File: src/rtl/vdma_pkg.sv
package vdma_pkg;
  localparam int REG_SRC_HI = 0;
  localparam int REG_SRC_LO = 1;
  localparam int REG_DST_HI = 2;
  localparam int REG_DST_LO = 3;
  localparam int REG_CTRL   = 4;
  localparam int LEN_BITS   = 7;

  typedef struct packed {
    logic addrWr;      // address register write accepted
    logic loadAddr;    // load working pointers from registers
    logic step;        // one byte moved, advance pointers
    logic writeBack;   // job or chunk done, update registers
    logic ctrlStore;   // store new control value
    logic ctrlCancel;  // armed blanking job cancelled
    logic ctrlDec;     // blanking chunk finished
    logic ctrlFill;    // general job finished
  } vdma_stb_t;
endpackage

File: src/rtl/vdma_ctrl.sv
module vdma_ctrl
  import vdma_pkg::*;
#(
  parameter int CHUNK_BYTES  = 16,
  parameter int CYC_PER_BYTE = 2
) (
  input  logic       clk,
  input  logic       rst_n,
  input  logic       regWrEn,
  input  logic [2:0] regAddr,
  input  logic [7:0] regWrData,
  input  logic [1:0] vidMode,
  input  logic       tick,
  input  logic       srcBad,
  input  logic [7:0] ctrlVal,
  output vdma_stb_t  stb,
  output logic       busy,
  output logic       copyStb
);
  localparam int REM_W = $clog2((2 ** LEN_BITS) * CHUNK_BYTES + 1);
  localparam int PH_W  = (CYC_PER_BYTE > 2) ? $clog2(CYC_PER_BYTE) : 1;
  localparam logic [PH_W-1:0] PH_LAST = PH_W'(CYC_PER_BYTE - 1);

  logic            blankMode;
  logic            prevZero;
  logic [PH_W-1:0] phase;
  logic [REM_W-1:0] remain;

  logic modeZero, ctrlWr, accept, isCancel, startGen, startBlank, chunkGo, lastStep;
  logic [REM_W-1:0] genLen;

  always_comb begin
    modeZero   = (vidMode == 2'd0);
    ctrlWr     = regWrEn && (regAddr == 3'(REG_CTRL)) && !busy;
    accept     = ctrlWr && !srcBad;
    isCancel   = accept && blankMode && !regWrData[7];
    startGen   = accept && !blankMode && !regWrData[7];
    startBlank = accept && regWrData[7] && modeZero;
    chunkGo    = !busy && blankMode && modeZero && !prevZero && !ctrlWr;
    copyStb    = busy && tick && (phase == PH_LAST);
    lastStep   = copyStb && (remain == REM_W'(1));
    genLen     = (REM_W'(regWrData[LEN_BITS-1:0]) + REM_W'(1)) * REM_W'(CHUNK_BYTES);

    stb.addrWr     = regWrEn && !busy && (regAddr < 3'(REG_CTRL));
    stb.loadAddr   = accept && !isCancel;
    stb.step       = copyStb;
    stb.writeBack  = lastStep;
    stb.ctrlStore  = accept && !isCancel;
    stb.ctrlCancel = isCancel;
    stb.ctrlDec    = lastStep && blankMode;
    stb.ctrlFill   = lastStep && !blankMode;
  end

  always_ff @(posedge clk) begin
    if (!rst_n) begin
      busy      <= 1'b0;
      blankMode <= 1'b0;
      prevZero  <= 1'b1;
      phase     <= '0;
      remain    <= '0;
    end else begin
      prevZero <= modeZero;
      if (accept) blankMode <= regWrData[7];
      if (startGen || startBlank) begin
        busy   <= 1'b1;
        phase  <= '0;
        remain <= startGen ? genLen : REM_W'(CHUNK_BYTES);
      end else if (chunkGo) begin
        busy   <= 1'b1;
        phase  <= '0;
        remain <= REM_W'(CHUNK_BYTES);
      end else if (busy && tick) begin
        phase <= (phase == PH_LAST) ? '0 : phase + PH_W'(1);
        if (copyStb) remain <= remain - REM_W'(1);
        if (lastStep) begin
          busy <= 1'b0;
          if (blankMode && ctrlVal == 8'h00) blankMode <= 1'b0;
        end
      end
    end
  end
endmodule

File: src/rtl/vdma_dpath.sv
module vdma_dpath
  import vdma_pkg::*;
(
  input  logic        clk,
  input  logic        rst_n,
  input  vdma_stb_t   stb,
  input  logic [2:0]  regAddr,
  input  logic [7:0]  regWrData,
  input  logic [2:0]  regRdAddr,
  output logic [7:0]  regRdData,
  output logic        srcBad,
  output logic [7:0]  ctrlVal,
  output logic [15:0] copySrc,
  output logic [15:0] copyDst
);
  logic [7:0]  srcHi, srcLo, dstHi, dstLo, ctrlReg;
  logic [15:0] curSrc, curDst;
  logic [15:0] srcAligned, dstAligned, srcNext, dstNext;

  always_comb begin
    srcAligned = {srcHi, srcLo} & 16'hFFF0;
    dstAligned = ({dstHi, dstLo} & 16'h1FF0) | 16'h8000;
    srcBad     = (srcAligned[15:13] == 3'b100);
    srcNext    = curSrc + 16'd1;
    dstNext    = curDst + 16'd1;
    ctrlVal    = ctrlReg;
    copySrc    = curSrc;
    copyDst    = curDst;
    case (regRdAddr)
      3'(REG_SRC_HI): regRdData = srcHi;
      3'(REG_SRC_LO): regRdData = srcLo;
      3'(REG_DST_HI): regRdData = dstHi;
      3'(REG_DST_LO): regRdData = dstLo;
      3'(REG_CTRL):   regRdData = ctrlReg;
      default:        regRdData = 8'hFF;
    endcase
  end

  always_ff @(posedge clk) begin
    if (!rst_n) begin
      srcHi   <= '0;
      srcLo   <= '0;
      dstHi   <= '0;
      dstLo   <= '0;
      ctrlReg <= 8'hFF;
      curSrc  <= '0;
      curDst  <= '0;
    end else begin
      if (stb.addrWr) begin
        case (regAddr)
          3'(REG_SRC_HI): srcHi <= regWrData;
          3'(REG_SRC_LO): srcLo <= regWrData;
          3'(REG_DST_HI): dstHi <= regWrData;
          default:        dstLo <= regWrData;
        endcase
      end
      if (stb.loadAddr) begin
        curSrc <= srcAligned;
        curDst <= dstAligned;
      end else if (stb.step) begin
        curSrc <= srcNext;
        curDst <= dstNext;
      end
      if (stb.writeBack) begin
        srcHi <= srcNext[15:8];
        srcLo <= srcNext[7:0];
        dstHi <= dstNext[15:8];
        dstLo <= dstNext[7:0];
      end
      if (stb.ctrlStore)       ctrlReg <= {1'b0, regWrData[6:0]};
      else if (stb.ctrlCancel) ctrlReg <= {1'b1, ctrlReg[6:0]};
      else if (stb.ctrlDec)    ctrlReg <= ctrlReg - 8'd1;
      else if (stb.ctrlFill)   ctrlReg <= 8'hFF;
    end
  end
endmodule

File: src/rtl/vram_blk_dma.sv
module vram_blk_dma
  import vdma_pkg::*;
#(
  parameter int CHUNK_BYTES  = 16,
  parameter int CYC_PER_BYTE = 2
) (
  input  logic        clk,
  input  logic        rst_n,
  input  logic        regWrEn,
  input  logic [2:0]  regAddr,
  input  logic [7:0]  regWrData,
  input  logic [2:0]  regRdAddr,
  output logic [7:0]  regRdData,
  input  logic [1:0]  vidMode,
  input  logic        tick,
  output logic        copyStb,
  output logic [15:0] copySrc,
  output logic [15:0] copyDst,
  output logic        cpuStall
);
  vdma_stb_t stb;
  logic      srcBad;
  logic [7:0] ctrlVal;

  vdma_ctrl #(.CHUNK_BYTES(CHUNK_BYTES), .CYC_PER_BYTE(CYC_PER_BYTE)) u_ctrl (
    .clk(clk), .rst_n(rst_n), .regWrEn(regWrEn), .regAddr(regAddr),
    .regWrData(regWrData), .vidMode(vidMode), .tick(tick), .srcBad(srcBad),
    .ctrlVal(ctrlVal), .stb(stb), .busy(cpuStall), .copyStb(copyStb)
  );

  vdma_dpath u_dpath (
    .clk(clk), .rst_n(rst_n), .stb(stb), .regAddr(regAddr),
    .regWrData(regWrData), .regRdAddr(regRdAddr), .regRdData(regRdData),
    .srcBad(srcBad), .ctrlVal(ctrlVal), .copySrc(copySrc), .copyDst(copyDst)
  );
endmodule

File: config.mk
export PLATFORM = sky130hd
export DESIGN_NAME = vram_blk_dma
export DESIGN_NICKNAME = d
export VERILOG_FILES = /design/src/rtl/vdma_pkg.sv /design/src/rtl/vdma_ctrl.sv /design/src/rtl/vdma_dpath.sv /design/src/rtl/vram_blk_dma.sv
export SDC_FILE = /design/constraint.sdc
export NUM_CORES = 1
export LEC_CHECK = 0
export BUFFER_PORTS_ARGS = -buffer_cell sky130_fd_sc_hd__buf_2
export CAP_MARGIN = 15
export CORE_ASPECT_RATIO = 1.4
export CORE_MARGIN = 3
export CORE_UTILIZATION = 59
export CTS_CLUSTER_DIAMETER = 150
export DETAILED_ROUTE_END_ITERATION = 8
export GPL_TIMING_DRIVEN = 0
export PLACE_DENSITY = 0.84
export SYNTH_ARGS = -nofsm -noshare
export SYNTH_HDL_FRONTEND = slang
export SYNTH_HIERARCHICAL = 1
export SYNTH_SLANG_ARGS = --single-unit
File: constraint.sdc
create_clock -name clk -period 3 [get_ports clk]
set_clock_uncertainty 0.2 [all_clocks]
set_input_delay 0.15 -clock clk [delete_from_list [all_inputs] [get_ports clk]]
set_output_delay 0.15 -clock clk [all_outputs]
set_load 0.02 [all_outputs]
==> flow_metrics.py, run 1 <==
metrics = {
    "clock_tree": {
        "cts_sinks": 88,
        "numCtsBuffers": 9,
        "clk_latency_ns": 0.35,
        "clockRootBuffer": "clkbuf_16",
        "cts_tree": "built",
        "path_clk_slew_ns": 0.06,
        "htree_num_levels": 3,
        "clock_path_buffers": 2,
    },
    "synthesis": {
        "yosys_register_bits": 88,
        "synth.yosys.seq_area_share_pct": 31.9,
        "synth-edff-count": 0,
        "synth_ff_type": "dfxtp_1",
        "async_flop_share_pct": 0,
        "syn_area_per_cell_um2": 8.21,
        "syn_nets": 698,
        "synth_area_um2": 5520,
        "synthCells": 672,
        "synth_cell_types": 68,
        "yosys_warnings": 6,
    },
    "cells_and_area": {
        "diodes": 0,
        "nets": 772,
        "synthToLayoutAreaGrowth_pct": 14.7,
        "drive_gt1_share_pct": 19.3,
        "layout_common_cells": "dfxtp_1, buf_2, a21oi_1",
        "final_util_pct": 69.7,
        "mostFrequentLayoutCell": "dfxtp_1",
    },
    "setup_path": {
        "worstPathRequired_ns": 3.02,
        "critPathBufInv": 6,
        "cp_top_family": "buffers and inverters",
        "cpPeakStageDelay_ns": 0.48,
        "worstPathArrival_ns": 2.87,
        "startpoint_type": "register",
        "cpMaxStageDelayCell": "dfxtp_1",
        "worstPathCellList": "nand3_1, inv_1, and2_1, nand4b_1, inv_1, buf_4, clkbuf_1, clkbuf_2, clkbuf_2, a21oi_1",
        "path_class": "reg -> reg",
        "cp_max_fo": 10,
        "end_kind": "register",
    },
    "die": {
        "pin_count": 62,
        "core_area_um2": 9080,
        "dieArea_um2": 10600,
        "die_y_um": 120,
        "num_rows": 41,
        "dieWidth_um": 87.7,
        "start_util_pct": 60.8,
    },
    "power_and_ir_drop": {
        "total_leakage_power_uw": 0.00239,
        "switching_share_pct": 25.7,
        "intPower_uw": 2000,
        "pwr-share-seq_pct": 45.6,
        "vdd_ir_drop_max_mv": 0.299,
        "p_switching_uw": 691,
        "p_clk_share_pct": 43.3,
        "p_per_area_nw_per_um2": 425,
        "comb_power_share_pct": 11.0,
    },
    "timing": {
        "tightest_slew_ns": 0.627,
        "hold_viol_final": 0,
        "maxSlewViolCount": 0,
        "finalWorstSetupSlack_ns": 0.148,
        "timing.fmax_mhz": 351,
        "layout_min_cycle_time_ns": 2.85,
        "setup_violations": 0,
        "rsz0062_at_grt": "no",
        "relSlewSlack_pct": 58.0,
        "timing.final.crit_share_pct": 95.1,
    },
    "placement": {
        "io_buffers": 61,
        "dpl.hpwl_mm": 12.1,
        "pre_cts_ws_ns": -0.173,
        "gp_congestion": 0.941,
    },
    "job": {
        "maxCapViolCount": 0,
    },
    "detailed_routing": {
        "drc_errors": 1,
        "first_pass_iters": 9,
        "via_per_inst": 6.57,
        "drt_iter0_drc": 439,
        "finalWirelength_mm": 16.7,
        "num_vias": 5633,
        "detail-route-antenna-nets": 0,
        "avgRoutedWirePerCell_um": 19.5,
    },
    "global_route": {
        "overflow": 0,
        "grt_pass1_wl_mm": 26.2,
        "grt_antenna_before_repair": 0,
        "grt.total_usage_pct": 31.5,
        "grt_pass1_vias": 5496,
        "grt_max_degree": 15,
    },
    "run_status": {
        "violations": "DRC",
        "status": "finished with violations",
    },
    "min_path": {
        "hp-class": "in -> reg",
    },
}
-- worst reg2reg max path: stages, from the launching register on --
cell      delay (ns)
dfxtp_1         0.48
nand3_1         0.27
inv_1           0.13
and2_1          0.17
nand4b_1        0.20
inv_1           0.12
buf_4           0.11
clkbuf_1        0.33
clkbuf_2        0.33
clkbuf_2        0.28
a21oi_1         0.11
-- worst paths after layout --
kind         cells past startpoint              from  slack [ns]                 end
max                             10       u_ctrl/busy        0.15    u_dpath/srcLo[5]
min reg2reg                      2  u_ctrl/remain[0]        0.32    u_ctrl/remain[0]
max reg2reg                     10       u_ctrl/busy        0.15    u_dpath/srcLo[5]
min                              2      regWrData[4]        0.01  u_dpath/ctrlVal[4]
-- metal layers --
metal / vias to the layer above / share of wire [%] / global-route usage (%)
met1: 2641 / 39 / 36.4
li1: 2604 / - / -
met2: 314 / 50 / 53.9
met4: 0 / 5.0 / 18.4
met3: 74 / 6.2 / 4.84
met5: - / 0 / 0
-- kinds of logic (layout without fill, tap and decap cells) --
logic type	count (synthesis)	in the layout	synth area share, %
compound gates	194	194	22.1
xor+xnor	63	63	10.0
fa+ha+maj	6	6	1.36
buf+inv	70	149	5.35
flops	88	88	31.9
mux	36	36	6.98
simple gates	215	215	22.3
-- repair_timing --
action                                  in CTS  in global routing
cloned                                       0                  0
buffers inserted                             0                  0
endpoints found under the setup margin      34                 35
resized for setup                            7                  9
hold buffers                                 4                  0
endpoints found under the hold margin        8                  0
-- Yosys cell counts (3+ instances only) --
cell type,n,area [µm²]
o21ba_2,3,30.0
o211ai_1,8,60.1
nand3b_1,8,60.1
clkbuf_1,33,124
nor2b_1,8,50.1
xnor2_1,41,359
o21ai_0,60,300
a211oi_1,28,210
and3_1,13,81.3
a21oi_1,63,315
nand4_2,4,50.1
xor2_1,22,193
and4b_1,4,40.0
nor3b_1,5,37.5
mux2_2,20,225
nor3_1,16,80.1
nor4_1,20,125
buf_4,6,45.0
nand3_1,21,105
ha_1,6,75.1
nor2_1,54,203
o221a_2,4,45.0
buf_2,7,35.0
dfxtp_1,88,1760
nand2_1,25,93.8
and2_1,4,25.0
nand4_1,12,75.1
mux2i_1,16,160
inv_1,21,78.8
-- power by group through the flow --
stage | sequential, µW | combinational (µW) | clock [µW]
after floorplan | 1250 | 172 | 0
after global placement | 1250 | 274 | 0
after detailed placement | 1250 | 281 | 0
after CTS | 1230 | 290 | 1170
after global routing | 1230 | 317 | 1230
final | 1230 | 297 | 1170
-- state kept, by name, summed over array words and instances, names as in the netlist, 8 cells and up --
signal	flops
u_dpath/copyDst	16
u_dpath/dstLo	8
u_dpath/srcLo	8
u_dpath/ctrlVal	8
u_dpath/srcHi	8
u_ctrl/remain	12
u_dpath/copySrc	16
u_dpath/dstHi	8
-- metrics by stage --
step	power (µW)	setup TNS [ns]	hold slack [ns]	cells	area [µm²]
6_report	2690	0	0.0102	858	6330
5_1_grt	2770	0	0.00542	858	6330
4_1_cts	2690	0	0.000756	860	6330
3_5_place_dp	1530	-2.82	0.167	840	5960
3_3_place_gp	1520	-1.29	0.159	840	5960
2_1_floorplan	1430	0	0.0262	672	5520
-- area by class of cell --
class / count / area [µm²]
inverters: 22 / 82.6
repair buffers: 65 / 345
well taps: 107 / 134
plain buffers: 46 / 214
clock buffers: 12 / 256
clock inverters: 4 / 52.6
multi-input cells: 514 / 3480
fillers: 749 / 2750
flip-flops and latches: 88 / 1760
No activity file was read; power rests on OpenSTA's default activity.
==> run 2, diff against run 1 <==
- SYNTH_HIERARCHICAL: 1 -> unset
- clock period: 3 -> 2.7 ns (I/O delays scaled with it)
==> flow_metrics.py, run 2 <==
metrics = {
    "placement": {
        "io_buffers": 58,
        "gp_congestion": 1.02,
        "placed_area_um2": 5850,
        "dpl.hpwl_mm": 13.3,
    },
    "power_and_ir_drop": {
        "p_switching_uw": 735,
        "vdd_ir_drop_max_mv": 0.469,
        "intPower_uw": 2090,
        "comb_power_share_pct": 10.4,
        "total_leakage_power_uw": 0.00247,
        "switching_share_pct": 26.1,
        "power_uw": 2820,
        "p_clk_share_pct": 42.2,
        "p_per_area_nw_per_um2": 457,
        "pwr-share-seq_pct": 47.5,
    },
    "setup_path": {
        "reg2reg_slack_ns": 0.09,
        "startpoint_type": "register",
        "cp_max_fo": 10,
        "end_kind": "output port",
        "worstPathArrival_ns": 2.29,
        "worstPathRequired_ns": 2.37,
        "path_class": "reg -> out",
    },
    "cells_and_area": {
        "drive_gt1_share_pct": 15.3,
        "mostFrequentLayoutCell": "dfxtp_1",
        "final_area_um2": 6170,
        "diodes": 0,
        "final_util_pct": 70.4,
        "fill_cells": 731,
        "layout_common_cells": "dfxtp_1, nor2_1, buf_2",
        "nets": 774,
        "synthToLayoutAreaGrowth_pct": 13.6,
    },
    "clock_tree": {
        "numCtsBuffers": 9,
        "clk_latency_ns": 0.35,
        "htree_num_levels": 3,
        "cts_tree": "built",
        "clockRootBuffer": "clkbuf_16",
        "cts_setup_buffers": 0,
        "clock_path_buffers": 2,
        "path_clk_slew_ns": 0.07,
        "cts_sinks": 88,
    },
    "die": {
        "dieArea_um2": 10400,
        "pin_count": 62,
        "core_area_um2": 8760,
        "die_y_um": 120,
        "start_util_pct": 62.0,
        "num_rows": 40,
        "dieWidth_um": 87.1,
    },
    "synthesis": {
        "synth_top_area_cell": "dfxtp_1",
        "synth_top_area_share_pct": 32.4,
        "synth-edff-count": 0,
        "synth_area_um2": 5430,
        "async_flop_share_pct": 0,
        "synth_most_common_cell": "dfxtp_1",
        "synthCells": 675,
        "syn_nets": 702,
        "synth.yosys.seq_area_share_pct": 32.4,
        "yosys_register_bits": 88,
        "synth_area_leaders": "dfxtp_1, nor2_1, mux2i_1",
        "syn_area_per_cell_um2": 8.04,
        "synth_cell_types": 70,
        "yosys_warnings": 0,
        "synth_common_cells": "dfxtp_1, nor2_1, nand2_1",
        "synth_ff_type": "dfxtp_1",
    },
    "detailed_routing": {
        "finalWirelength_mm": 18.6,
        "drt_iter0_drc": 548,
        "via_per_inst": 6.66,
        "detail-route-antenna-nets": 0,
        "num_vias": 5699,
        "drc_errors": 0,
        "avgRoutedWirePerCell_um": 21.7,
        "first_pass_iters": 7,
    },
    "timing": {
        "timing.fmax_mhz": 381,
        "fin_tns_setup_ns": 0,
        "hold_viol_final": 0,
        "rsz0062_at_grt": "no",
        "setup_violations": 0,
        "relSlewSlack_pct": 45.2,
        "layout_min_cycle_time_ns": 2.63,
        "maxSlewViolCount": 0,
        "tightest_slew_ns": 0.816,
        "timing.final.crit_share_pct": 97.2,
    },
    "global_route": {
        "grt_antenna_before_repair": 0,
        "overflow": 0,
        "grt_pass1_vias": 5445,
        "grt_max_degree": 14,
        "grt_pass1_wl_mm": 28.5,
        "grt.total_usage_pct": 35.6,
    },
    "run_status": {
        "status": "complete, no violations",
    },
    "min_path": {
        "hp-class": "in -> reg",
    },
    "job": {
        "maxCapViolCount": 0,
    },
}
==> run 2: changes by cell type in the layout (fill, tap and decap cells not counted), moves of 14 or more <==
| cell | delta |
|---|---|
| xnor2_1 | -16 |
| a21oi_1 | -22 |
| o21ai_0 | -27 |
| nand2_1 | +39 |
| nor2_1 | +22 |
| clkbuf_1 | +14 |
==> run 2: repair_timing <==
| action | CTS | global route |
|---|---|---|
| resized for setup | 3 | 4 |
| setup endpoints to repair | 9 | 12 |
| endpoints found under the hold margin | 2 | 0 |
| pin swaps | 0 | 1 |
| hold buffers | 3 | 0 |
==> run 2: power by group through the flow <==
stage	Clock [µW]	Sequential (µW)	Combinational (µW)
6_report	1190	1340	292
5_1_grt	1230	1340	312
4_1_cts	1180	1340	284
3_5_place_dp	0	1370	278
3_3_place_gp	0	1370	275
2_1_floorplan	0	1360	181
==> run 2: kinds of logic after synthesis <==
logic type | share of synthesized area (%)
compound gates | 23.3
simple gates | 22.9
xor+xnor | 7.42
buf+inv | 4.98
mux | 7.33
fa+ha+maj | 1.61
flops | 32.4
==> run 2: worst paths after layout <==
check	from	to	cells after the start
min	rst_n	u_dpath.ctrlVal[2]	3
max reg2reg	u_ctrl.busy	u_dpath.ctrlVal[3]	7
min reg2reg	u_ctrl.remain[7]	u_ctrl.remain[7]	2
max	u_ctrl.busy	copyStb	7
==> run 2: cell type report <==
type	count	area [µm²]	area share, %
Multi-Input combinational cell	525	3400	55.2
Sequential cell	88	1760	28.6
Timing Repair Buffer	61	320	5.19
Clock buffer	12	256	4.16
Buffer	51	236	3.83
Tap cell	105	131	2.13
Inverter	11	42.5	0.690
Clock inverter	3	17.5	0.284
==> run 2: worst max-delay path, cell delays in order, from the launching register on <==
cell,delay (ns)
dfxtp_1,0.36
buf_6,0.16
nand3_1,0.13
clkbuf_4,0.26
clkinv_2,0.16
buf_2,0.34
clkbuf_4,0.33
buf_2,0.20
==> run 2: per-stage QoR <==
stage | worst slack [ns] | cells | hold WS [ns]
6_report | 0.0743 | 856 | 0.0125
3_3_place_gp | -0.0871 | 838 | 0.141
3_5_place_dp | -0.143 | 838 | 0.165
4_1_cts | 0.0639 | 856 | 0.0172
2_1_floorplan | 0.446 | 675 | 0.0354
5_1_grt | 0.0124 | 856 | 0.0432
==> run 2: routing by layer <==
metal,up-vias,track usage (%),share of wire [%]
li1,2616,-,-
met5,-,0,0
met2,352,58.3,48
met3,74,6.66,9.4
met4,0,17.3,4.4
met1,2657,44.2,38
